--- config.mk ---
export PLATFORM = sky130hd
export DESIGN_NAME = bus_target_fsm
export DESIGN_NICKNAME = d
export VERILOG_FILES = /design/src/rtl/bus_tgt_pkg.sv /design/src/rtl/bus_tgt_decode_timer.sv /design/src/rtl/bus_tgt_next_state.sv /design/src/rtl/bus_tgt_out_drive.sv /design/src/rtl/bus_target_fsm.sv
export SDC_FILE = /design/constraint.sdc
export NUM_CORES = 1
export LEC_CHECK = 0
export ABC_AREA = 1
export BUFFER_PORTS_ARGS = -buffer_cell sky130_fd_sc_hd__buf_4
export CELL_PAD_IN_SITES_DETAIL_PLACEMENT = 0
export CELL_PAD_IN_SITES_GLOBAL_PLACEMENT = 2
export CORE_MARGIN = 8
export CORE_UTILIZATION = 24
export CTS_CLUSTER_DIAMETER = 60
export DETAILED_ROUTE_END_ITERATION = 10
export PLACE_DENSITY_LB_ADDON = 0.1
export SLEW_MARGIN = 10
export SYNTH_ARGS = -nofsm -noshare
export SYNTH_HDL_FRONTEND = slang
export SYNTH_HIERARCHICAL = 1
export SYNTH_SLANG_ARGS = --single-unit
--- constraint.sdc ---
create_clock -name clk -period 2.6 [get_ports clk]
set_clock_uncertainty 0.1 [all_clocks]
set_input_delay 0.26 -clock clk [delete_from_list [all_inputs] [get_ports clk]]
set_output_delay 0.26 -clock clk [all_outputs]
set_load 0.03 [all_outputs]
--- src/rtl/bus_tgt_pkg.sv ---
package bus_tgt_pkg;
   typedef enum logic [1:0] {
      ST_IDLE = 2'd0,
      ST_BUSY = 2'd1,
      ST_DATA = 2'd2,
      ST_TURN = 2'd3
   } tgt_state_e;
endpackage

--- src/rtl/bus_tgt_decode_timer.sv ---
module bus_tgt_decode_timer #(
   parameter int LIMIT = 3,
   localparam int CNT_W = $clog2(LIMIT + 1)
) (
   input  logic clk,
   input  logic rst_n,
   input  logic in_busy,
   output logic expired
);
   generate
      if (LIMIT == 1) begin : g_flop
         logic seen;
         always_ff @(posedge clk) begin
            if (!rst_n || !in_busy) seen <= 1'b0;
            else                    seen <= 1'b1;
         end
         assign expired = seen;
      end else begin : g_count
         logic [CNT_W-1:0] cnt;
         always_ff @(posedge clk) begin
            if (!rst_n || !in_busy)       cnt <= '0;
            else if (cnt != CNT_W'(LIMIT)) cnt <= cnt + 1'b1;
         end
         assign expired = (cnt == CNT_W'(LIMIT));
      end
   endgenerate
endmodule

--- src/rtl/bus_tgt_next_state.sv ---
module bus_tgt_next_state
   import bus_tgt_pkg::*;
(
   input  tgt_state_e cur,
   input  logic       frame_n,
   input  logic       irdy_n,
   input  logic       hit,
   input  logic       expired,
   output tgt_state_e nxt
);
   logic active;
   assign active = !frame_n || !irdy_n;

   always_comb begin
      nxt = cur;
      unique case (cur)
         ST_IDLE: if (!frame_n) nxt = hit ? ST_DATA : ST_BUSY;
         ST_BUSY: begin
            if (active && hit && !expired) nxt = ST_DATA;
            else if (!active)              nxt = ST_IDLE;
         end
         ST_DATA: if (!irdy_n && frame_n) nxt = ST_TURN;
         ST_TURN: nxt = !frame_n ? ST_BUSY : ST_IDLE;
         default: nxt = ST_IDLE;
      endcase
   end
endmodule

--- src/rtl/bus_tgt_out_drive.sv ---
module bus_tgt_out_drive
   import bus_tgt_pkg::*;
(
   input  logic       clk,
   input  logic       rst_n,
   input  tgt_state_e cur,
   input  tgt_state_e nxt,
   input  logic       irdy_n,
   output logic       devsel_n,
   output logic       trdy_n,
   output logic       xfer
);
   always_ff @(posedge clk) begin
      if (!rst_n) begin
         devsel_n <= 1'b1;
         trdy_n   <= 1'b1;
      end else begin
         devsel_n <= (nxt != ST_DATA);
         trdy_n   <= (nxt != ST_DATA);
      end
   end

   assign xfer = (cur == ST_DATA) && !irdy_n;
endmodule

--- src/rtl/bus_target_fsm.sv ---
module bus_target_fsm
   import bus_tgt_pkg::*;
#(
   parameter int DECODE_LIMIT = 3
) (
   input  logic       clk,
   input  logic       rst_n,
   input  logic       frame_n,
   input  logic       irdy_n,
   input  logic       hit,
   output logic       devsel_n,
   output logic       trdy_n,
   output logic [1:0] state_o,
   output logic       xfer
);
   generate
      if (DECODE_LIMIT < 1) begin : g_bad_limit
         $error("DECODE_LIMIT must be at least 1");
      end
   endgenerate

   tgt_state_e cur, nxt;
   logic       expired;

   bus_tgt_decode_timer #(.LIMIT(DECODE_LIMIT)) u_timer (
      .clk     (clk),
      .rst_n   (rst_n),
      .in_busy (cur == ST_BUSY),
      .expired (expired)
   );

   bus_tgt_next_state u_next (
      .cur     (cur),
      .frame_n (frame_n),
      .irdy_n  (irdy_n),
      .hit     (hit),
      .expired (expired),
      .nxt     (nxt)
   );

   bus_tgt_out_drive u_out (
      .clk      (clk),
      .rst_n    (rst_n),
      .cur      (cur),
      .nxt      (nxt),
      .irdy_n   (irdy_n),
      .devsel_n (devsel_n),
      .trdy_n   (trdy_n),
      .xfer     (xfer)
   );

   always_ff @(posedge clk) begin
      if (!rst_n) cur <= ST_IDLE;
      else        cur <= nxt;
   end

   assign state_o = cur;
endmodule

After elaboration in Yosys (flattened, before gate mapping). Index checks and enable logic that the tools add are counted.

Equality and inequality tests: 6. Add/sub/neg operators: 1. Mux-type cells: 7. Reductions and logical operators: 12.

Operators with widths (number): 2-bit two-way mux (5); 2-bit one-hot mux with 4 select lines (1); 2-bit == test (second input constant) (3); 1-bit zero test (5); 1-bit logical AND (4); 2-bit != test (second input constant) (2); 2-bit by 1-bit adder with 2-bit output (second input constant) (1); 2-bit by 1-bit == test with 1-bit output (second input constant) (1); 2-bit zero test (1); 1-bit logical OR (2); 1-bit two-way mux (1).

Output and inout port bits: 5. Register bits: 5. Input port bits: 5. Word-level logic and storage cells: 29.

Logic depth before layout (Yosys ltp).
Word-level depth: 7. Depth in mapped cells: 7. Mapped depth without buffers: 7.

By module. The synthesis kept the hierarchy.

By module, submodules not included: bus_tgt_decode_timer (instances 1, seq. area each 40.0 um2, area each 116.4 um2, cells an instance 17); bus_tgt_next_state (instances 1, seq. area each 0.0 um2, area each 90.1 um2, cells an instance 21); bus_target_fsm (instances 1, seq. area each 40.0 um2, area each 65.1 um2, cells an instance 8); bus_tgt_out_drive (instances 1, seq. area each 20.0 um2, area each 48.8 um2, cells an instance 6).

Worst setup path before layout. No wires, ideal clock.

Path kind: register -> output. Start: register cur[1], in the netlist state_o[1]. End: output xfer. Stages on the path, launching flop included: 3. Path buffers: 0. Data required time: 2.240 ns. Data arrival time: 0.972 ns. Path slack: 1.268 ns. Cell sequence: dfxtp_1 -> nand2_1 -> nor2_2.

Cells in the longest elaborated chain, start to end: 2.

Ends and longest elaborated chain: start, declared (line bus_target_fsm.sv:22) `tgt_state_e cur, nxt;`; start signal, assigned (line bus_target_fsm.sv:54) `else cur <= nxt;`; 2-bit == test (line bus_tgt_out_drive.sv:23) `assign xfer = (cur == ST_DATA) && !irdy_n;`; 1-bit logical AND (line bus_tgt_out_drive.sv:23); end, declared (line bus_target_fsm.sv:14) `output logic xfer`.

No other way between the ends.

Final worst setup path. Ends and elaborated chain as after synthesis.

==> run metrics <==
run status=complete, no violations; Net Sw Frac=0.297; crit path kind=flip-flop to output port; vias in the first global route=285; GRT overflow=0; register area=100 sq um; clock root buffer master=clkbuf_4; Post-Route WL=679 um; hold buffers post-CTS=0; Worst-Margin Slew=0.237 ns; first-pass GRT wire length=1.04 mm; DR WL/cell=8.59 um; Post-DP HPWL=567 um; CP bufs+invs=1; Cells after Synth=52; worst reg2reg path depth=6; Seq pwr share=0.386; core area=1270 sq um; fillcell total=157; sequential element share of the synthesized area=0.313; Synth Area in XOR/XNOR=0; area share of the largest cell type after synthesis=0.313; Initial Util=0.252; Critical Path Stages=3; Synth Area in Simple Gates=0.402; Switch Pwr=68.0 uW; initial antenna violation count=0; number of top-level pins=10; setup tns final=0 ns; Required @ worst endpoint=2.24 ns; RSZ-0062 raised after global routing=no; cts bufs inserted=3; Combinational Power Share=0.238; antenna-violating nets left=0; Power Dens Cells=539 nW/um^2; Port Buffers=9; Post-Syn Area=320 sq um; Setup crit end kind=output port; Setup-failing EPs final=0; Lkg Pwr=0.234 nW; Mapped Avg Cell Area=6.16 sq um; FMAX=0.737 GHz; ordered list of cells on the worst path=nand2_1, nor2_2, buf_4; Peak supply drop=0.000241 V; Multi-input gate area=164 sq um; Critical Path End=xfer; Max Transition Viols Final=0; Tot Pwr=229 uW; Post-CTS Setup Repair Bufs=0; gr usage total=0.0533; share of cells above drive strength 1=0.281; die width=52.5 um; Hold/Removal Path Class=primary input to flip-flop; Seq cells post-synth=5; clock power share=0.376; clk slew on worst S/H paths=0.04 ns; CTS tree=done; Area Growth Syn to Fin=32.8%; slowest library cell on the worst path=dfxtp_1; worst-path fanout max=6; Critical Path AT=1.00 ns; Synth area leaders=dfxtp_1 31%, nand2_1 20%, inv_1 13%, ha_1 7.8%, nor2_2 7.8%; hold violation total from the final report=0; Compound-Gate Fraction of Synth Area=0.0313; Clock Tree Buf Depth=2; Synth Area in Adders=0.0781; Startpoint Class=flip-flop; Final period util=0.522; Vias/cell=3.92; max incr delay on CP=0.43 ns; antenna cells=0; Max Cap Viol=0; Worst R2R End=u_out/trdy_n$_SDFF_PN1_; synth unique cells=13; largest family of logic cells by synthesized area=simple AND/OR/NAND/NOR gates; Core Rows=13; Slew HR=0.842; H-tree level count=1; Resized Gates After CTS=0; Worst Slack Setup Final=1.24 ns; flop2flop setup slack=1.38 ns; # nets final=72; Final Core Density=0.335; total number of vias=310; Setup Slack @ Placement=1.38 ns; worst skew pair latency=0.24 ns; worst setup path start=state_o[1]$_SDFF_PN0_; Post-route DRC=0; Crit path max-delay family=flip-flops; area leader, netlist=dfxtp_1; Ys Warns=6; drt pass-1 iters=1; initial drt markers=0; largest net degree at the start of global routing=7; Int Pwr=161 uW; Tmin final=1.36 ns; reg2reg start=u_timer/g_count.cnt[0]$_SDFFE_PP0P_; Die H=52.5 um; final RePlAce weighted congestion=0.652; syn nets=59; post-synthesis mux area share=0; total clock sinks=5; die area=2760 sq um
==> cell type report <==
cell class | instances | share of cell area
well taps | 15 | 0.0441
inverters | 13 | 0.115
clock buffers | 4 | 0.0618
multi-input cells | 33 | 0.385
repair buffers | 9 | 0.159
flip-flops and latches | 5 | 0.235
==> power by group through the flow <==
| stage | combinational (mW) | clock [mW] | sequential [mW] |
|---|---|---|---|
| finish | 0.0547 | 0.0863 | 0.0885 |
| global route | 0.0598 | 0.0994 | 0.0892 |
| CTS | 0.0552 | 0.0915 | 0.0886 |
| detailed placement | 0.0551 | 0 | 0.0900 |
| global placement | 0.0561 | 0 | 0.0897 |
| floorplan | 0.0275 | 0 | 0.0971 |
==> kinds of logic (layout without fill, tap and decap cells) <==
family / count (synthesis) / count (layout)
buf+inv: 14 / 26
compound gates: 2 / 2
simple gates: 29 / 29
fa+ha+maj: 2 / 2
flops: 5 / 5
==> per-layer routing <==
metal	wire length, um	share of wire	vias up	track usage
li1	-	-	174	-
met1	312	0.46	132	0.0447
met2	338	0.50	4	0.0870
met3	28	0.041	0	0.0284
met4	0	0	0	0.0517
met5	0	0	-	0
==> layout by cell type (no fill, tap or decap), drive strengths merged <==
cell type	count
a21oi	1
buf	9
clkbuf	4
dfxtp	5
ha	2
inv	13
nand2	17
nand3	3
nand3b	1
nand4	1
nor2	7
o21ai	1
==> state kept, by name (all words and copies together), names as in the netlist <==
name and cells:
u_out/trdy_n 1, u_timer/g_count.cnt 2, state_o 2
==> cell usage after synthesis <==
| cell | number |
|---|---|
| a21oi_1 | 1 |
| buf_4 | 1 |
| dfxtp_1 | 5 |
| ha_1 | 2 |
| inv_1 | 11 |
| inv_2 | 2 |
| nand2_1 | 17 |
| nand3_1 | 3 |
| nand3b_1 | 1 |
| nand4_1 | 1 |
| nor2_1 | 3 |
| nor2_2 | 4 |
| o21ai_0 | 1 |
==> worst min-delay path by stage <==
stage / endpoint / depth (start not counted) / start / slack (ns)
after CTS: state_o[0]$_SDFF_PN0_ / 3 / rst_n / 0.13
after global placement: state_o[0]$_SDFF_PN0_ / 3 / rst_n / 0.37
after detailed placement: state_o[0]$_SDFF_PN0_ / 3 / rst_n / 0.38
final: state_o[0]$_SDFF_PN0_ / 3 / rst_n / 0.13
after floorplan: u_out/trdy_n$_SDFF_PN1_ / 1 / rst_n / 0.25
after global routing: state_o[1]$_SDFF_PN0_ / 3 / rst_n / 0.12
==> through the flow <==
step	hold WS [ns]	cell area, sq um	instances
detailed placement	0.375	399	75
CTS	0.125	425	79
global placement	0.374	399	75
finish	0.133	425	79
floorplan	0.246	320	52
global route	0.119	425	79
==> worst reg2reg max path, stage by stage, from the launching register on <==
cell	delay, ns
dfxtp_1	0.33
ha_1	0.20
inv_1	0.06
nand2_1	0.05
nand3_1	0.07
nand3_1	0.11
nand3b_1	0.18
Power figures use the tool's default switching activity.
